<file path="src/rtl/smbf_pkg.sv">
package smbf_pkg;

    localparam int unsigned FLAG_W = 7;

    typedef struct packed {
        logic master;
        logic txmode;
        logic sta;
        logic sto;
        logic ackrq;
        logic arblost;
        logic ack;
    } smbf_flags_t;

    // Hardware set beats hardware clear; both beat a firmware write.
    function automatic logic flag_next(input logic cur, input logic hw_set,
                                       input logic hw_clr, input logic fw_en,
                                       input logic fw_val);
        logic r;
        if (hw_set)      r = 1'b1;
        else if (hw_clr) r = 1'b0;
        else if (fw_en)  r = fw_val;
        else             r = cur;
        return r;
    endfunction

endpackage

</file>
<file path="src/rtl/smbf_txsel.sv">
module smbf_txsel (
    input  logic clk,
    input  logic rst_n,
    input  logic fw_dat_wr,
    input  logic ev_frame_start,
    output logic tx_sel_set,
    output logic tx_sel_clr
);
    typedef struct packed {
        logic pend;
    } txsel_st_t;

    txsel_st_t st_d, st_q;
    logic      written;

    always_comb begin
        st_d       = st_q;
        written    = st_q.pend | fw_dat_wr;
        tx_sel_set = ev_frame_start & written;
        tx_sel_clr = ev_frame_start & ~written;
        if (ev_frame_start) st_d.pend = 1'b0;
        else if (fw_dat_wr) st_d.pend = 1'b1;
    end

    always_ff @(posedge clk or negedge rst_n) begin
        if (!rst_n) st_q <= '0;
        else        st_q <= st_d;
    end

    // a frame start always consumes the pending write
    p_pend_consumed_r3: assert property (@(posedge clk) disable iff (!rst_n)
        ev_frame_start |=> !st_q.pend);
endmodule

</file>
<file path="src/rtl/smbf_arb_detect.sv">
module smbf_arb_detect (
    input  logic master_q,
    input  logic sta_q,
    input  logic ev_rstart_det,
    input  logic ev_stop_det,
    input  logic line_sample,
    input  logic cond_attempt,
    input  logic tx_one,
    input  logic ack_bit,
    input  logic scl_in,
    input  logic sda_in,
    output logic arb_flag_set,
    output logic arb_stop,
    output logic arb_any
);
    localparam int unsigned N_TRIG = 3;
    logic [N_TRIG-1:0] trig;

    always_comb begin
        trig[0]      = ev_rstart_det & master_q & ~sta_q;
        trig[1]      = line_sample & cond_attempt & ~scl_in;
        trig[2]      = line_sample & tx_one & ~ack_bit & ~sda_in;
        arb_flag_set = |trig;
        arb_stop     = ev_stop_det & master_q;
        arb_any      = arb_flag_set | arb_stop;
    end
endmodule

</file>
<file path="src/rtl/smbf_flag_core.sv">
module smbf_flag_core
    import smbf_pkg::*;
(
    input  logic        clk,
    input  logic        rst_n,
    input  logic        hw_ack_en,
    input  logic        slave_addressed,
    input  logic        ev_start_gen,
    input  logic        ev_stop_gen,
    input  logic        ev_start_det,
    input  logic        ev_stop_det,
    input  logic        ev_addr_rcvd,
    input  logic        ev_byte_rcvd,
    input  logic        ev_ack_sampled,
    input  logic        ack_line,
    input  logic        tx_sel_set,
    input  logic        tx_sel_clr,
    input  logic        arb_flag_set,
    input  logic        arb_any,
    input  logic        fw_wr,
    input  logic        fw_sta,
    input  logic        fw_sto,
    input  logic        fw_ack,
    input  logic        fw_si_clr,
    output smbf_flags_t flags_q
);
    smbf_flags_t flags_d;

    always_comb begin
        flags_d.master  = flag_next(flags_q.master, ev_start_gen,
                                    ev_stop_gen | arb_any, 1'b0, 1'b0);
        flags_d.txmode  = flag_next(flags_q.txmode, ev_start_gen | tx_sel_set,
                                    ev_start_det | arb_any | tx_sel_clr, 1'b0, 1'b0);
        flags_d.sta     = flag_next(flags_q.sta, ev_addr_rcvd, 1'b0, fw_wr, fw_sta);
        flags_d.sto     = flag_next(flags_q.sto,
                                    ev_stop_det & (slave_addressed | flags_q.master),
                                    ev_stop_gen, fw_wr, fw_sto);
        flags_d.arblost = flag_next(flags_q.arblost, arb_flag_set, fw_si_clr, 1'b0, 1'b0);
        flags_d.ackrq   = flag_next(flags_q.ackrq, ev_byte_rcvd & ~hw_ack_en,
                                    ev_ack_sampled, 1'b0, 1'b0);
        flags_d.ack     = flag_next(flags_q.ack, ev_ack_sampled & ~ack_line,
                                    ev_ack_sampled & ack_line, fw_wr, fw_ack);
    end

    always_ff @(posedge clk or negedge rst_n) begin
        if (!rst_n) flags_q <= '0;
        else        flags_q <= flags_d;
    end

    p_master_set_r2: assert property (@(posedge clk) disable iff (!rst_n)
        ev_start_gen |=> flags_q.master);
    p_master_clr_r2: assert property (@(posedge clk) disable iff (!rst_n)
        (!ev_start_gen && ev_stop_gen) |=> !flags_q.master);
    p_sta_hold_r4: assert property (@(posedge clk) disable iff (!rst_n)
        (!ev_addr_rcvd && !fw_wr) |=> $stable(flags_q.sta));
    p_sto_clr_r5: assert property (@(posedge clk) disable iff (!rst_n)
        (ev_stop_gen && !ev_stop_det) |=> !flags_q.sto);
    p_ackrq_set_r10: assert property (@(posedge clk) disable iff (!rst_n)
        (ev_byte_rcvd && !hw_ack_en) |=> flags_q.ackrq);
    p_ack_seen_r11: assert property (@(posedge clk) disable iff (!rst_n)
        (ev_ack_sampled && !ack_line) |=> flags_q.ack);
    p_fw_sta_r12: assert property (@(posedge clk) disable iff (!rst_n)
        (fw_wr && !ev_addr_rcvd) |=> (flags_q.sta == $past(fw_sta)));
endmodule

</file>
<file path="src/rtl/smbf_flags.sv">
module smbf_flags
    import smbf_pkg::*;
(
    input  logic clk,
    input  logic rst_n,
    input  logic hw_ack_en,
    input  logic slave_addressed,
    input  logic ev_start_gen,
    input  logic ev_stop_gen,
    input  logic ev_start_det,
    input  logic ev_stop_det,
    input  logic ev_addr_rcvd,
    input  logic ev_rstart_det,
    input  logic ev_byte_rcvd,
    input  logic ev_ack_sampled,
    input  logic ack_line,
    input  logic ev_frame_start,
    input  logic line_sample,
    input  logic cond_attempt,
    input  logic tx_one,
    input  logic ack_bit,
    input  logic scl_in,
    input  logic sda_in,
    input  logic fw_wr,
    input  logic fw_sta,
    input  logic fw_sto,
    input  logic fw_ack,
    input  logic fw_dat_wr,
    input  logic fw_si_clr,
    output logic master_o,
    output logic txmode_o,
    output logic sta_o,
    output logic sto_o,
    output logic ackrq_o,
    output logic arblost_o,
    output logic ack_o
);
    smbf_flags_t flags_q;
    logic        tx_sel_set, tx_sel_clr;
    logic        arb_flag_set, arb_stop, arb_any;

    smbf_txsel u_txsel (
        .clk            (clk),
        .rst_n          (rst_n),
        .fw_dat_wr      (fw_dat_wr),
        .ev_frame_start (ev_frame_start),
        .tx_sel_set     (tx_sel_set),
        .tx_sel_clr     (tx_sel_clr)
    );

    smbf_arb_detect u_arb (
        .master_q      (flags_q.master),
        .sta_q         (flags_q.sta),
        .ev_rstart_det (ev_rstart_det),
        .ev_stop_det   (ev_stop_det),
        .line_sample   (line_sample),
        .cond_attempt  (cond_attempt),
        .tx_one        (tx_one),
        .ack_bit       (ack_bit),
        .scl_in        (scl_in),
        .sda_in        (sda_in),
        .arb_flag_set  (arb_flag_set),
        .arb_stop      (arb_stop),
        .arb_any       (arb_any)
    );

    smbf_flag_core u_core (
        .clk             (clk),
        .rst_n           (rst_n),
        .hw_ack_en       (hw_ack_en),
        .slave_addressed (slave_addressed),
        .ev_start_gen    (ev_start_gen),
        .ev_stop_gen     (ev_stop_gen),
        .ev_start_det    (ev_start_det),
        .ev_stop_det     (ev_stop_det),
        .ev_addr_rcvd    (ev_addr_rcvd),
        .ev_byte_rcvd    (ev_byte_rcvd),
        .ev_ack_sampled  (ev_ack_sampled),
        .ack_line        (ack_line),
        .tx_sel_set      (tx_sel_set),
        .tx_sel_clr      (tx_sel_clr),
        .arb_flag_set    (arb_flag_set),
        .arb_any         (arb_any),
        .fw_wr           (fw_wr),
        .fw_sta          (fw_sta),
        .fw_sto          (fw_sto),
        .fw_ack          (fw_ack),
        .fw_si_clr       (fw_si_clr),
        .flags_q         (flags_q)
    );

    assign master_o  = flags_q.master;
    assign txmode_o  = flags_q.txmode;
    assign sta_o     = flags_q.sta;
    assign sto_o     = flags_q.sto;
    assign ackrq_o   = flags_q.ackrq;
    assign arblost_o = flags_q.arblost;
    assign ack_o     = flags_q.ack;

    p_rstart_arb_r6: assert property (@(posedge clk) disable iff (!rst_n)
        (ev_rstart_det && master_o && !sta_o) |=> arblost_o);
    p_scl_arb_r7: assert property (@(posedge clk) disable iff (!rst_n)
        (line_sample && cond_attempt && !scl_in) |=> arblost_o);
    p_sda_arb_r8: assert property (@(posedge clk) disable iff (!rst_n)
        (line_sample && tx_one && !ack_bit && !sda_in) |=> arblost_o);
    p_arb_clr_r9: assert property (@(posedge clk) disable iff (!rst_n)
        (fw_si_clr && !ev_rstart_det && !line_sample) |=> !arblost_o);
    p_stop_as_master_r2: assert property (@(posedge clk) disable iff (!rst_n)
        (ev_stop_det && master_o && !ev_start_gen) |=> (!master_o && sto_o));
    p_tx_start_det_r3: assert property (@(posedge clk) disable iff (!rst_n)
        (ev_start_det && !ev_start_gen && !ev_frame_start) |=> !txmode_o);
endmodule

</file>
<file path="config.mk">
export PLATFORM = sky130hd
export DESIGN_NAME = smbf_flags
export DESIGN_NICKNAME = d
export VERILOG_FILES = /design/src/rtl/smbf_pkg.sv /design/src/rtl/smbf_txsel.sv /design/src/rtl/smbf_arb_detect.sv /design/src/rtl/smbf_flag_core.sv /design/src/rtl/smbf_flags.sv
export SDC_FILE = /design/constraint.sdc
export NUM_CORES = 1
export LEC_CHECK = 0
export ABC_AREA = 1
export BUFFER_PORTS_ARGS = -buffer_cell sky130_fd_sc_hd__clkbuf_2
export CAP_MARGIN = 20
export CORE_MARGIN = 1.5
export CORE_UTILIZATION = 29
export DETAILED_ROUTE_END_ITERATION = 7
export GPL_TIMING_DRIVEN = 1
export PLACE_DENSITY = 0.64
export SLEW_MARGIN = 5
export SYNTH_ARGS = -nofsm -noshare
export SYNTH_HDL_FRONTEND = slang
export SYNTH_HIERARCHICAL = 1
export SYNTH_SLANG_ARGS = --single-unit
</file>
<file path="constraint.sdc">
create_clock -name clk -period 1.1 [get_ports clk]
set_clock_uncertainty 0.2 [all_clocks]
set_input_delay 0.055 -clock clk [delete_from_list [all_inputs] [get_ports clk]]
set_output_delay 0.055 -clock clk [all_outputs]
set_load 0.01 [all_outputs]
</file>
# Yosys cells after proc, flatten, opt, wreduce, memory -nomap -nowiden
# Cells that the tools add are included.
[classes]
mux = 18
bitwise = 28
reduce_logical = 9
[ops]
columns = ["operator", "n"]
rows = [
  ["$mux W1", 18],
  ["$and A1 B1 Y1", 14],
  ["$reduce_bool A2 Y1", 6],
  ["$not A1 Y1", 7],
  ["$or A1 B1 Y1", 7],
  ["$reduce_bool A3 Y1", 2],
  ["$reduce_or A3 Y1", 1],
]
[totals]
regBits = 8
output_inout_bits = 7
elab_cells = 63

# Depth between registers and ports, before layout
# Gate-level depths: netlist of the first run.
[logic_depth]
word_depth = 9
mapped_depth = 7

# Cells and area by module
# The synthesis of the first run kept the hierarchy.
[modules_own_cells]
columns = ["module", "n_inst", "cells_each", "area_each_um2", "seq_area_each_um2"]
rows = [
  ["smbf_flag_core", 1, 38, 311.5, 175.2],
  ["smbf_txsel", 1, 9, 55.1, 25.0],
  ["smbf_arb_detect", 1, 12, 51.3, 0.0],
]

# Least setup slack after synthesis of the first run
# Ideal clock, no wire load.
[synth_timing]
path_kind = "reg-to-reg"
start = "register, netlist name u_core/flags_q[4]"
end = "register, netlist name u_core/flags_q[6]"
setup_time_ns = 0.118
arrival_time_ns = 0.828
setup_slack_ns = -0.046
path_stages_with_launch = 6
path_buffers = 0
period_less_slack_ns = 1.146
path_cell_list = "dfrtp_1 > inv_1 > nand3_1 > nand4_1 > nor2_1 > a21o_1"
[synth_via]
elab_chain_len = 6
[synth_lines]
columns = ["item", "line", "text"]
rows = [
  ["$not A1 Y1", "smbf_arb_detect.sv:20", "trig[0] = ev_rstart_det & master_q & ~sta_q;"],
  ["$and A1 B1 Y1", "smbf_arb_detect.sv:20", ""],
  ["$reduce_or A3 Y1", "smbf_arb_detect.sv:23", "arb_flag_set = |trig;"],
  ["$or A1 B1 Y1", "smbf_arb_detect.sv:25", "arb_any = arb_flag_set | arb_stop;"],
  ["net arb_any", "smbf_flags.sv:40", "logic arb_flag_set, arb_stop, arb_any;"],
  ["$or A1 B1 Y1", "smbf_flag_core.sv:31", "ev_stop_gen | arb_any, 1'b0, 1'b0);"],
  ["$reduce_bool A2 Y1 (no source line)", "n/a", ""],
]
# The timed path passes the listed nets, and every way through them passes these cells.
# A chain may end at the register's enable or synchronous reset.

# Final worst setup path of the first run
[layout_timing]
start = "register, netlist name u_core/flags_q[6]"
end = "output port master_o"
[layout_rtl]
columns = ["item", "line", "text"]
rows = [
  ["to (decl)", "smbf_flags.sv:30", "output logic master_o,"],
]
# No word-level cell between the ends.

==> results of run 1 <==
## critical path, delay by kind of cell (launching register included)
kind                   cells  cell delay [ns]
buffers and inverters      2             0.25
flip-flops                 1             0.42
## path summary, 6_finish.rpt
path,startpoint,endpoint,slack (ns),cells past startpoint
worst max-delay path,u_core/flags_q[6]$_DFFE_PN0P_,master_o,-0.08,2
worst max register to register,u_core/flags_q[4]$_DFFE_PN0P_,u_core/flags_q[6]$_DFFE_PN0P_,-0.06,5
worst min register to register,u_core/flags_q[2]$_DFFE_PN0P_,u_core/flags_q[2]$_DFFE_PN0P_,0.30,2
max in group asynchronous,rst_n,u_core/flags_q[5]$_DFFE_PN0P_,0.52,2
min in group asynchronous,rst_n,u_core/flags_q[4]$_DFFE_PN0P_,-0.01,2
worst min-delay path,fw_dat_wr,u_txsel/st_q$_DFFE_PN0P_,-0.13,3
## report_power, final
part / total [W] / switching (W) / leakage, nW / internal [W]
registers: 0.000337 / 0.0000167 / 0.0919 / 0.000320
logic: 0.000229 / 0.0000939 / 0.379 / 0.000135
clock network: 0.000226 / 0.000101 / 0.0138 / 0.000125
## repair_timing
item | CTS | global route
hold endpoints to repair | 16 | 9
resized for setup | 2 | 6
buffers inserted | 0 | 1
endpoints found under the setup margin | 4 | 6
pin swaps | 0 | 4
## registers in the layout, summed over array words and instances (netlist names)
signal	count
u_core/flags_q	7
u_txsel/st_q	1
## per-layer routing
| metal | share of wire | wire length (µm) |
|---|---|---|
| met5 | 0 | 0 |
| met4 | 0.0094 | 12 |
| met3 | 0.041 | 52 |
| met2 | 0.57 | 719 |
| met1 | 0.38 | 488 |
## final cells by class
| type | instances | area, µm² |
|---|---|---|
| clock buffers | 3 | 22.5 |
| fillers | 117 | 477 |
| inverters | 15 | 56.3 |
| multi-input cells | 35 | 163 |
| flip-flops and latches | 8 | 200 |
| well taps | 15 | 18.8 |
| repair buffers | 52 | 380 |
## stage by stage
step | total power, W | worst slack [ns] | cells | instance area, µm² | util
6_report | 0.000792 | -0.0762 | 128 | 841 | 0.638
4_1_cts | 0.000789 | -0.0686 | 128 | 818 | 0.621
5_1_grt | 0.000846 | -0.109 | 128 | 841 | 0.638
3_5_place_dp | 0.000503 | -0.0101 | 107 | 608 | 0.462
2_1_floorplan | 0.000410 | -0.0301 | 58 | 414 | -
3_3_place_gp | 0.000500 | 0.00697 | 107 | 608 | 0.462
==> out/results.tsv, run 1 <==
stage	metric	value	unit
critical_path	criticalPathCategory	reg -> out	
yosys	syn-num-nets	84	
sta	period_minus_slack	1.18	ns
route	remaining_drc_errors	0	
grt	grt_overflow	0	
sta	fin_crit_sh	1.07	
sta	setup_tns	-0.180	ns
sta	relSlewSlack	0.851	
grt	use_met3	0.0652	
sta	whs	-0.127	ns
floorplan	coreArea	0.00132	mm²
cts	cts_buffers	3	
yosys	syn_area	414	µm²
cts	cts_tree	built	
grt	grt-busiest-layer	met2	
route	dr.first_iter.drc_count	6	
yosys	avgSynthCellArea	7.14	µm²
placement	place.gp.congestion	0.727	
placement	port_buffers	32	
sta	setup_viol	4	
grt	grt_antenna_before_repair	0	
grt	grt_pass1_vias	505	
critical_path	critPathRequiredTime	0.84	ns
critical_path	critical_path.endpoint_type	output pin	
layout	area_delta_synth_final	103	%
critical_path	crit_path_top_delay_cell	dfrtp_1	
route	via_count	552	
critical_path	cp-start-kind	flop	
cts	cts_root_buf	clkbuf_4	
grt	met1_usage	0.203	
power_and_ir_drop	vdd_drop_max	0.975	mV
status	outcome	finished with violations	
power_and_ir_drop	cellPowerDensity	942	mW/mm²
run	drv_cap	0	
route	wirelength	1270	µm
yosys	postSynthCellCount	58	
cts	hold_buffers	18	
cts	htree_num_levels	1	
floorplan	die_w	40.8	µm
sta	worst_pin_slew	0.224	ns
layout	layout_common_cells	clkbuf_2, dlygate4sd3_1, nand2_1	
layout	layout_commonest_cell	clkbuf_2	
critical_path	cp_common_cell	buf_6	
sta	hold_viol	11	
critical_path	arrival	0.92	ns
grt	grt_max_degree	9	
critical_path	timing.critical_path.slowest_cell_delay	0.42	ns
critical_path	cp_max_fo	4	
layout	diodes	0	
power_and_ir_drop	p_leak	0.485	nW
route	firstDrtPassIters	3	
worst_hold_path	hp-class	in -> reg	
yosys	synthesis.yosys.warnings	6	
route	routedWlPerCell	9.94	µm
layout	num-nets-final	141	
status	failed_checks	hold timing, setup timing	
cts	clockBufferDepth	2	
cts	clock-sinks	8	
cts	insertion_delay	0.25	ns
critical_path	worstPathCellList	buf_6 -> buf_6	
sta	finalWorstSetupSlack	-0.0762	ns
floorplan	dieArea	0.00166	mm²
sta	maxSlewViolCount	0	
floorplan	io_pins	33	
floorplan	start_util	0.314	
grt	grt_use_total	0.189	
floorplan	row_count	13	
route	via_per_inst	4.31	
grt	grt_util_met2	0.332	
sta	rsz0062_at_grt	yes	
placement	dpl.hpwl	798	µm
sta	fmax	850	MHz
grt	grt_pass1_wl	1980	µm
cts	clk_pin_slew	0.05	ns
route	ant_nets	0	
floorplan	dieHeight	40.8	µm
layout	drive_gt1_frac	0.363	
Note: power is estimated with default switching activity, not from simulation.
==> run 2, diff against run 1 <==
- ABC_AREA: 1 -> not set
- BUFFER_PORTS_ARGS: -buffer_cell sky130_fd_sc_hd__clkbuf_2 -> not set
- DONT_BUFFER_PORTS: not set -> 1
- PLACE_DENSITY: 0.64 -> 0.44
==> run 2 against run 1 <==
Effect of this change: the run still ends with hold timing, setup timing left; wire length down 21%; design area down 23%; critical endpoint is now u_core/flags_q[5]$_DFFE_PN0P_; critical path depth up 3; power down 10%.
==> out/results.tsv, run 2 <==
stage	metric	value	unit
floorplan	dieArea	0.00156	mm²
worst_hold_path	hp-class	in -> reg	
grt	grt_pass1_wl	1500	µm
route	dr.first_iter.drc_count	2	
critical_path	arrival	1.28	ns
critical_path	cp-start-kind	flop	
sta	finalWorstSetupSlack	-0.261	ns
cts	insertion_delay	0.25	ns
grt	grt_antenna_before_repair	0	
power_and_ir_drop	combPwrFrac	0.211	
floorplan	start_util	0.330	
placement	place.gp.congestion	0.519	
cts	clockBufferDepth	2	
sta	fmax	735	MHz
floorplan	row_count	12	
cts	cts_buffers	3	
layout	regMostFlops	u_core/flags_q	
status	outcome	finished with violations	
power_and_ir_drop	sw_frac_of_total	0.241	
sta	worst_pin_slew	0.356	ns
floorplan	die_w	39.5	µm
power_and_ir_drop	vdd_drop_max	0.559	mV
layout	num-nets-final	87	
layout	biggestRegsByFlops	u_core/flags_q (7), u_txsel/st_q (1)	
critical_path	criticalPathCategory	reg -> reg	
placement	port_buffers	0	
critical_path	cp_max_fo	2	
cts	hold_buffers	18	
grt	grt_use_total	0.148	
status	failed_checks	hold timing, setup timing	
sta	hold_viol	9	
grt	grt_max_degree	9	
route	routedWlPerCell	13.8	µm
cts	clock-sinks	8	
critical_path	worstPathCellList	nor2b_2 -> o21ai_1 -> nand2b_1 -> nor4b_1 -> or3_1	
layout	layout_common_cells	dlygate4sd3_1, dfrtp_1, buf_4	
power_and_ir_drop	pwr-share-seq	0.485	
power_and_ir_drop	p_leak	0.307	nW
route	via_per_inst	4.78	
yosys	postSynthCellCount	34	
floorplan	coreArea	0.00117	mm²
placement	place_ws	-0.273	ns
floorplan	dieHeight	39.5	µm
cts	cts_setup_buffers	0	
layout	largest_reg_flops	7	
sta	relSlewSlack	0.762	
yosys	syn_area	387	µm²
power_and_ir_drop	p_switching	0.000172	W
run	drv_cap	0	
sta	rsz0062_at_grt	yes	
critical_path	timing.critical_path.slowest_cell_delay	0.38	ns
critical_path	crit_path_top_delay_cell	dfrtp_1	
cts	cts_tree	built	
grt	grt_overflow	0	
power_and_ir_drop	power	0.000713	W
yosys	synthesis.yosys.warnings	6	
grt	grt_pass1_vias	379	
layout	layout_commonest_cell	dlygate4sd3_1	
power_and_ir_drop	p_int	0.000541	W
layout	area_delta_synth_final	67.0	%
placement	place_area	434	µm²
sta	maxSlewViolCount	0	
cts	cts_root_buf	clkbuf_4	
critical_path	critical_path.endpoint_type	flop	
route	ant_nets	0	
layout	drive_gt1_frac	0.203	
route	via_count	349	
cts	htree_num_levels	1	
sta	fin_crit_sh	1.24	
yosys	avgSynthCellArea	11.4	µm²
power_and_ir_drop	cellPowerDensity	1100	mW/mm²
sta	period_minus_slack	1.36	ns
layout	fillers	116	
floorplan	io_pins	33	
cts	clk_pin_slew	0.06	ns
route	wirelength	1010	µm
critical_path	critPathRequiredTime	1.02	ns
sta	setup_viol	4	
layout	design_area	646	µm²
yosys	syn-num-nets	60	
layout	diodes	0	
sta	whs	-0.0737	ns
route	firstDrtPassIters	2	
power_and_ir_drop	clock_power_share	0.304	
route	remaining_drc_errors	0	
-- run 2: metal layers --
| metal | vias to the layer above | wire length, µm | share of wire | track usage |
|---|---|---|---|---|
| li1 | 173 | - | - | - |
| met1 | 156 | 379 | 0.38 | 0.150 |
| met2 | 20 | 532 | 0.53 | 0.275 |
| met3 | 0 | 94 | 0.094 | 0.0511 |
| met4 | 0 | 0 | 0 | 0.0517 |
| met5 | - | 0 | 0 | 0 |
-- run 2: power by group through the flow --
stage | clock network, W | registers, W | logic, W
after global placement | 0 | 0.000350 | 0.0000821
after floorplan | 0 | 0.000353 | 0.0000514
after detailed placement | 0 | 0.000351 | 0.0000838
final | 0.000217 | 0.000346 | 0.000150
after global routing | 0.000247 | 0.000350 | 0.000165
after CTS | 0.000220 | 0.000346 | 0.000146
-- run 2: critical path, delay by kind of cell (launching register included) --
kind / cells / cell delay [ns]
AOI/OAI and AO/OA: 1 / 0.07
and+or+nand+nor: 4 / 0.58
DFF: 1 / 0.38
-- run 2: metrics by stage --
stage / TNS (ns) / util / instances
after global routing: -0.860 / 0.551 / 73
after CTS: -0.611 / 0.544 / 73
after global placement: -0.533 / 0.371 / 52
final: -0.582 / 0.551 / 73
after detailed placement: -0.595 / 0.371 / 52
after floorplan: -0.373 / - / 34
-- run 2: repair_timing --
item | CTS | global route
hold endpoints to repair | 16 | 9
resized for setup | 1 | 3
endpoints found under the setup margin | 5 | 6
pin swaps | 2 | 0
-- run 2: worst paths after layout --
path                                                     from                       endpoint  slack (ns)  depth (start not counted)
worst max-delay path            u_core/flags_q[4]$_DFFE_PN0P_  u_core/flags_q[5]$_DFFE_PN0P_       -0.26                          5
worst min-delay path                                   scl_in  u_core/flags_q[1]$_DFFE_PN0P_       -0.07                          3
worst max register to register  u_core/flags_q[4]$_DFFE_PN0P_  u_core/flags_q[5]$_DFFE_PN0P_       -0.26                          5
worst min register to register       u_txsel/st_q$_DFFE_PN0P_       u_txsel/st_q$_DFFE_PN0P_        0.35                          1
max in group asynchronous                               rst_n  u_core/flags_q[5]$_DFFE_PN0P_        0.48                          1
min in group asynchronous                               rst_n  u_core/flags_q[0]$_DFFE_PN0P_       -0.05                          1
-- run 2: area by class of cell --
class,instances,area [µm²],share of cell area
multi-input cells,23,181,0.281
inverters,3,11.3,0.0174
flip-flops and latches,8,200,0.310
repair buffers,22,213,0.329
well taps,14,17.5,0.0271
clock buffers,3,22.5,0.0349
